<file path="src/rtl/fp64_to_u64_trunc.sv">
module fp64_to_u64_trunc #(
  parameter int unsigned EXP_W = 11,
  parameter int unsigned MAN_W = 52,
  parameter int unsigned INT_W = 64
) (
  input  logic               clk,
  input  logic               rst_n,
  input  logic               in_valid,
  input  logic [63:0]        in_op,
  input  logic               inv_en,
  output logic               out_valid,
  output logic               out_we,
  output logic [127:0]       out_data,
  output logic               out_inv_snan,
  output logic               out_inv_cvt,
  output logic               out_inexact,
  output logic               out_frac_rnd,
  output logic               out_frac_inx
);
  localparam int unsigned BIAS  = (1 << (EXP_W - 1)) - 1;
  localparam int unsigned SIG_W = MAN_W + 1;
  localparam int unsigned WIDE  = 2 * INT_W;
  localparam int unsigned E_ONE = BIAS;
  localparam int unsigned E_OVF = BIAS + INT_W;
  localparam int unsigned R_OFS = BIAS + MAN_W + INT_W;

  logic             sgn;
  logic [EXP_W-1:0] ex;
  logic [MAN_W-1:0] fr;
  logic             ex_max, ex_zero, fr_zero;
  logic [SIG_W-1:0] sig;
  logic [WIDE-1:0]  wide, shifted, lostmask;
  logic [7:0]       rsh;
  logic [INT_W-1:0] c_val;
  logic             c_snan, c_cvi, c_inx;

  assign sgn     = in_op[EXP_W+MAN_W];
  assign ex      = in_op[EXP_W+MAN_W-1:MAN_W];
  assign fr      = in_op[MAN_W-1:0];
  assign ex_max  = &ex;
  assign ex_zero = ~|ex;
  assign fr_zero = ~|fr;
  assign sig     = {~ex_zero, fr};
  assign wide    = {{(WIDE-INT_W-SIG_W){1'b0}}, sig, {INT_W{1'b0}}};
  assign rsh     = 8'(R_OFS - 32'(ex));
  assign shifted = wide >> rsh;
  assign lostmask = (WIDE'(1) << rsh) - WIDE'(1);

  always_comb begin
    c_val  = '0;
    c_snan = 1'b0;
    c_cvi  = 1'b0;
    c_inx  = 1'b0;
    if (ex_max) begin
      c_cvi = 1'b1;
      if (!fr_zero) c_snan = ~fr[MAN_W-1];
      else if (!sgn) c_val = '1;
    end else if (32'(ex) < E_ONE) begin
      c_inx = ~(ex_zero & fr_zero);
    end else if (sgn) begin
      c_cvi = 1'b1;
    end else if (32'(ex) >= E_OVF) begin
      c_cvi = 1'b1;
      c_val = '1;
    end else begin
      c_val = shifted[INT_W-1:0];
      c_inx = |(wide & lostmask);
    end
  end

  logic vex;
  assign vex = inv_en & (c_snan | c_cvi);

  always_ff @(posedge clk) begin
    if (!rst_n) begin
      out_valid    <= 1'b0;
      out_we       <= 1'b0;
      out_data     <= '0;
      out_inv_snan <= 1'b0;
      out_inv_cvt  <= 1'b0;
      out_inexact  <= 1'b0;
      out_frac_rnd <= 1'b0;
      out_frac_inx <= 1'b0;
    end else begin
      out_valid <= in_valid;
      out_we    <= in_valid & ~vex;
      if (in_valid) begin
        out_data     <= {64'b0, 64'(c_val)};
        out_inv_snan <= c_snan;
        out_inv_cvt  <= c_cvi;
        out_inexact  <= c_inx;
        out_frac_rnd <= 1'b0;
        out_frac_inx <= vex ? 1'b0 : c_inx;
      end
    end
  end
endmodule

</file>
<file path="config.mk">
export PLATFORM = sky130hd
export DESIGN_NAME = fp64_to_u64_trunc
export DESIGN_NICKNAME = d
export VERILOG_FILES = /design/src/rtl/fp64_to_u64_trunc.sv
export SDC_FILE = /design/constraint.sdc
export NUM_CORES = 1
export LEC_CHECK = 0
export BUFFER_PORTS_ARGS = -buffer_cell sky130_fd_sc_hd__buf_2
export CAP_MARGIN = 20
export CORE_AREA = 8 8 184 186
export DETAILED_ROUTE_END_ITERATION = 12
export DIE_AREA = 0 0 192 194
export PLACE_DENSITY = 0.49
export SYNTH_ARGS = -nofsm -noshare
export SYNTH_HDL_FRONTEND = slang
export SYNTH_SLANG_ARGS = --single-unit
</file>
<file path="constraint.sdc">
create_clock -name clk -period 4.1 [get_ports clk]
set_input_delay 0.615 -clock clk [delete_from_list [all_inputs] [get_ports clk]]
set_output_delay 0.615 -clock clk [all_outputs]
set_load 0.05 [all_outputs]
</file>
Yosys cells after proc, flatten, opt, wreduce, memory -nomap -nowiden
Index checks and enable logic that the tools add are counted.

Logic and storage cells: 44. Bits of input ports: 68. Flip-flop bits (word level): 70.

Reduce and logical (&&, ||, !) cells: 6. Add/sub/neg operators: 2. Bitwise logic cells: 8. Shift-type cells: 2. Multiplexer cells: 17. Order comparisons: 2.

Operators by type and width (number): $mux 64 (6); $and 117x128->128 (1); $reduce_or 128->1 (1); $shl 1x8->128 const A (1); $sub 128x2->128 const B (1); $shr 117x8->64 (1); $reduce_or 52->1 (1); $ge 11x11->1 const B (1); $lt 11x10->1 const B (1); $mux 1 (11); $reduce_and 11->1 (1); $reduce_or 11->1 (1); $sub 7x8->8 const A (1); $and 1x1->1 (3); $not 1->1 (3); $logic_not 1->1 (2); $or 1x1->1 (1).

Longest topological paths before layout
Depth after elaboration: 10. Mapped depth: 17. Mapped depth without buffers: 11.

Least setup slack after synthesis
No wires, ideal clock.

Path type: input to register. Start point: in in_op[54]. End point: reg out_frac_inx. Arrival time: 3.397 ns. Path slack: 0.585 ns. Buffers on the path: 5. Stages: 16. Required time: 3.982 ns. Setup time: 0.118 ns. Cell sequence: buf_2 > inv_2 > buf_2 > buf_2 > ha_1 > buf_6 > nand3b_1 > xor2_1 > buf_4 > nand4_1 > o31ai_1 > a32o_1 > o21ai_0 > o31a_1 > nor3_2 > o21ai_1.

Cells in the longest elaborated chain, start to end: 10.

RTL lines: start, declared (RTL line 9) `input logic [63:0] in_op,`; $sub 7x8->8 (RTL line 45) `assign rsh = 8'(R_OFS - 32'(ex));`; $shl 1x8->128 (RTL line 47) `assign lostmask = (WIDE'(1) << rsh) - WIDE'(1);`; $sub 128x2->128 (RTL line 47); $and 117x128->128 (RTL line 67) `c_inx = |(wide & lostmask);`; $reduce_or 128->1 (RTL line 67); $mux 1 (RTL line 62) `end else if (32'(ex) >= E_OVF) begin`; $mux 1 (RTL line 60) `end else if (sgn) begin`; $mux 1 (RTL line 58) `end else if (32'(ex) < E_ONE) begin`; $mux 1 (RTL line 54) `if (ex_max) begin`; $mux 1 (*) (RTL line 93) `out_frac_inx <= vex ? 1'b0 : c_inx;`; end signal, assigned (RTL line 93); end, declared (RTL line 18) `output logic out_frac_inx`.

Mark *: on every way between the ends. The rest lies on a longest branch, timed or not. A chain may end at the register's enable or synchronous reset.

Worst setup path after layout
Start point: in in_op[55]. End point: reg out_frac_inx.

Same word-level chain as after synthesis.

==> results.md <==
Outcome:
- The flow ran to the end, and the final reports show no timing, DRC or antenna violations.

Floorplan:
- Measured along the y axis, the die boundary spans 194 microns.
- The floorplan die width is ~190 microns.
- The number of rows created at floorplan is 65.
- During I/O placement, the number of pins put on the boundary was 203.
- For this configuration, the core starts out at a cell density of 0.312.
- The die covers 0.0372 sq mm.
- The area of the core is between 0.03 and 0.04 sq mm.

Route:
- The count of unresolved DRC violations after routing is 0.
- Once detail routing completed, the nets flagged for antenna violations numbered 0.
- Dividing the detail-routed via count by the number of cells gives 6.15.
- The routed wire length is 50.0 mm.
- For this run, the detailed router's first-pass iteration total came to 5.
- Dividing the detail-routed wire length by the instance count gives around 27 microns.
- The DRC marker count from the first detailed-route iteration is between 1,000 and 1,500.
- Summing over every cut layer, the via total after detailed routing is 11,500.

Clock tree:
- Buffers added to address setup during post-CTS repair amount to 0.
- The number of cells upsized or downsized after cts is 0.
- The total CTS buffers is 9.
- The total of hold buffers inserted after clock tree synthesis is 0.
- The clock-pin slew on the worst setup and hold paths is 0.06 ns.
- The root cell of the clock tree is sky130_fd_sc_hd__clkbuf_16.
- The number of buffers on the longest clock path is 2.
- The later pin in the worst-skew pair is clocked with a latency of between 0.3 and 0.4 ns.
- Clock tree synthesis found a total of 70 sinks.
- TritonCTS built the clock tree.
- The H-tree depth reported by CTS is 3.

Worst setup path:
- The required time of the critical path is 4.32 ns.
- For the worst setup path, the data arrival time is ~4 ns.
- The critical setup path kind is in2reg.
- The internal reg-to-reg setup slack is 3.31 ns.
- The kind of capture point of the worst setup path is a flop.
- In this run the worst path has a maximum fanout of 20.
- The number of cells on the worst reg-to-reg path is 2.
- The endpoint identified for the worst register-to-register timing path is out_data[59]$_SDFFE_PN0P_.
- The kind of launch point of the worst setup path is an input port.
- The worst register-to-register path begins at out_data[59]$_SDFFE_PN0P_.

Job:
- The tool flagged a number of max-cap violations equal to 0.

Synthesis:
- The most instantiated library cell after synthesis is sky130_fd_sc_hd__nand2_1.
- The dominant cell type by area after synthesis is sky130_fd_sc_hd__dfxtp_1.
- The share of flip-flops with an asynchronous set or reset is 0.
- In the post-synthesis netlist, the biggest area contributors are sky130_fd_sc_hd__dfxtp_1, sky130_fd_sc_hd__mux4_2, sky130_fd_sc_hd__o21ai_0.
- In this run the cell area of the synthesized design comes to 0.00969 sq mm.
- For this run, the leading register cell type out of synthesis is sky130_fd_sc_hd__dfxtp_1.
- The synthesized flop and latch total is 70.
- Synthesis handed over a netlist of 1,338 instances.
- A synthesized cell averages 7.24 sq um.
- Counting distinct cell types in the post-synthesis netlist gives between 90 and 100.
- After synthesis, the most frequently instantiated cells are sky130_fd_sc_hd__nand2_1, sky130_fd_sc_hd__o21ai_0, sky130_fd_sc_hd__a21oi_1, sky130_fd_sc_hd__nor2_1, sky130_fd_sc_hd__buf_4.
- The count of yosys warnings during synthesis is 0.
- The sequential-to-total area share from yosys stat is 0.145.
- The fraction of synthesized cell area taken by the top area cell type is 0.145.
- The number of enable flip-flop cells after synthesis is 0.

GRT:
- The total overflow left after global routing is 0.
- The pin count of the biggest net entering global routing is 67.
- The aggregate global-route resource usage is 0.258.
- The first global-routing pass estimated 73.4 mm of wire.
- The number of antenna violations at the first check in global routing is 0.
- The number of global-route vias before repair is 11,300.

Timing:
- Setup violations remaining at the end of the flow were counted as 0.
- The final-report hold violation count is 0.
- The worst pin sits at a relative slew slack of 0.364.
- The max-slew violation total from the final report came to 0.
- At the pin with the least slew margin, the transition time is 0.954 ns.
- For the final routed database, the setup TNS stands at 0 ns.
- Derived from the worst setup path, the maximum achievable clock frequency is about 270 MHz.
- Counting I/O delays and the setup requirement, the final critical path takes 3.68 ns.
- Between clock sinks in the finished design, the worst skew comes to 0 ns.
- The final worst-path cycle share is 0.897.
- Setup repair after global routing left no endpoint under its margin.

Hold path:
- The worst hold path cell count is 2.
- The worst hold path terminates at out_inexact$_SDFFE_PN0P_.
- The beginning of the worst hold path is out_inexact$_SDFFE_PN0P_.
- The class of the tightest hold or removal check is reg2reg.

Power:
- The power consumption is 0.00340 W.
- The worst-case IR drop observed on VDD is 0.000170 V.
- Summed over all cells, the static leakage comes to 4.55 nW.
- In this run the power density over the cells is between 300 and 400 mW/mm^2.

Layout:
- The share of post-route cells with drive strength above 1 is 0.244.
- The net count of the finished layout is around 1,500.
- The area growth from synthesis to final layout is 15.9%.
- The number of inserted diodes is 0.
- Leaving out filler cells and counting taps, the final layout contains 1,868.

Place:
- The cell count after placement is approximately 1,900.
- Routability-driven placement finished with a final weighted congestion of 0.978.
- The number of buffer cells added on primary ports is about 140.
- After legalization and detailed placement, the total HPWL measured between 30 and 40 mm.
## flip-flops by register name, indices dropped and copies added, names as in the netlist
register,count
out_inv_snan,1
out_we,1
out_inexact,1
out_frac_inx,1
out_valid,1
out_data,64
out_inv_cvt,1
## cell families (layout without fill, tap and decap cells)
logic type / after synthesis / in the layout / share of synthesized area
compound gates: 491 / 491 / 0.312
fa+ha+maj: 2 / 2 / 0.00258
xor+xnor: 12 / 12 / 0.0167
mux: 135 / 135 / 0.204
other cells: 1 / 65 / 0.000387
flops: 70 / 70 / 0.145
simple gates: 419 / 419 / 0.201
buf+inv: 208 / 272 / 0.119
## layout by cell type (no fill, tap or decap), drive strengths merged, types with 5 or more instances in the layout
cell | synthesis | routed
a211oi | 11 | 11
a21o | 5 | 5
a21oi | 121 | 121
a221oi | 7 | 7
a222oi | 5 | 5
a22oi | 11 | 11
a31oi | 19 | 19
and2 | 6 | 6
buf | 138 | 241
clkbuf | 55 | 10
clkinv | 0 | 5
conb | 1 | 65
dfxtp | 70 | 70
inv | 15 | 15
mux2 | 14 | 14
mux2i | 72 | 72
mux4 | 49 | 49
nand2 | 180 | 180
nand2b | 9 | 9
nand3 | 37 | 37
nand3b | 5 | 5
nand4 | 14 | 14
nor2 | 92 | 92
nor2b | 8 | 8
nor3 | 25 | 25
nor4 | 21 | 21
o211ai | 13 | 13
o21ai | 192 | 192
o22ai | 21 | 21
o31ai | 13 | 13
o41ai | 5 | 5
or2 | 6 | 6
xnor2 | 9 | 9
## worst max-delay path by stage
| stage | cells after the start | from | slack, ns | endpoint |
|---|---|---|---|---|
| final | 12 | in_op[55] | 0.42 | out_frac_inx$_SDFFE_PN0P_ |
| after global placement | 12 | in_op[55] | 0.11 | out_frac_inx$_SDFFE_PN0P_ |
| after CTS | 12 | in_op[55] | 0.48 | out_frac_inx$_SDFFE_PN0P_ |
| after detailed placement | 12 | in_op[55] | 0.12 | out_frac_inx$_SDFFE_PN0P_ |
| after global routing | 12 | in_op[55] | 0.34 | out_frac_inx$_SDFFE_PN0P_ |
| after floorplan | 16 | in_op[54] | 0.59 | out_frac_inx$_SDFFE_PN0P_ |
## stage by stage
stage	area, sq um	worst slack, ns	hold WS (ns)	utilization
floorplan	9930	0.585	0.662	-
global placement	10900	0.111	0.460	0.352
detailed placement	10900	0.117	0.456	0.352
CTS	11200	0.479	0.465	0.362
global route	11200	0.337	0.497	0.362
finish	11200	0.423	0.461	0.362
## routing by layer
| metal | global-route usage | wire, microns | up-vias |
|---|---|---|---|
| met3 | 0.0342 | 3370 | 149 |
| met5 | 0 | 0 | - |
| met4 | 0.147 | 3250 | 0 |
| met1 | 0.326 | 20300 | 5561 |
| met2 | 0.415 | 23100 | 618 |
| li1 | - | - | 5154 |
## area by class of cell
type | count | area (sq um)
fillers | 3393 | 19800
flip-flops and latches | 70 | 1400
repair buffers | 241 | 1520
clock buffers | 10 | 229
clock inverters | 6 | 62.6
inverters | 15 | 56.3
multi-input cells | 1124 | 7460
well taps | 402 | 503
## report_power, final
group	leakage (nW)	total [W]	switching [W]	internal [W]
Sequential	0.578	0.000745	0.0000222	0.000722
Combinational	3.83	0.00189	0.00132	0.000572
Clock	0.146	0.000759	0.000290	0.000469
Total	4.55	0.00340	0.00163	0.00176
## worst max-delay path, cell delays in order
cell and delay, ns:
sky130_fd_sc_hd__buf_2 0.17, sky130_fd_sc_hd__inv_1 0.10, sky130_fd_sc_hd__ha_2 0.70, sky130_fd_sc_hd__or2_2 0.33, sky130_fd_sc_hd__nor2_1 0.10, sky130_fd_sc_hd__nor2_1 0.34, sky130_fd_sc_hd__nand3_1 0.17, sky130_fd_sc_hd__a221oi_1 0.41
sky130_fd_sc_hd__o21ai_0 0.22, sky130_fd_sc_hd__o31a_1 0.34, sky130_fd_sc_hd__nor3_2 0.28, sky130_fd_sc_hd__o21ai_1 0.10
Note: power is estimated with default switching activity, not from simulation.
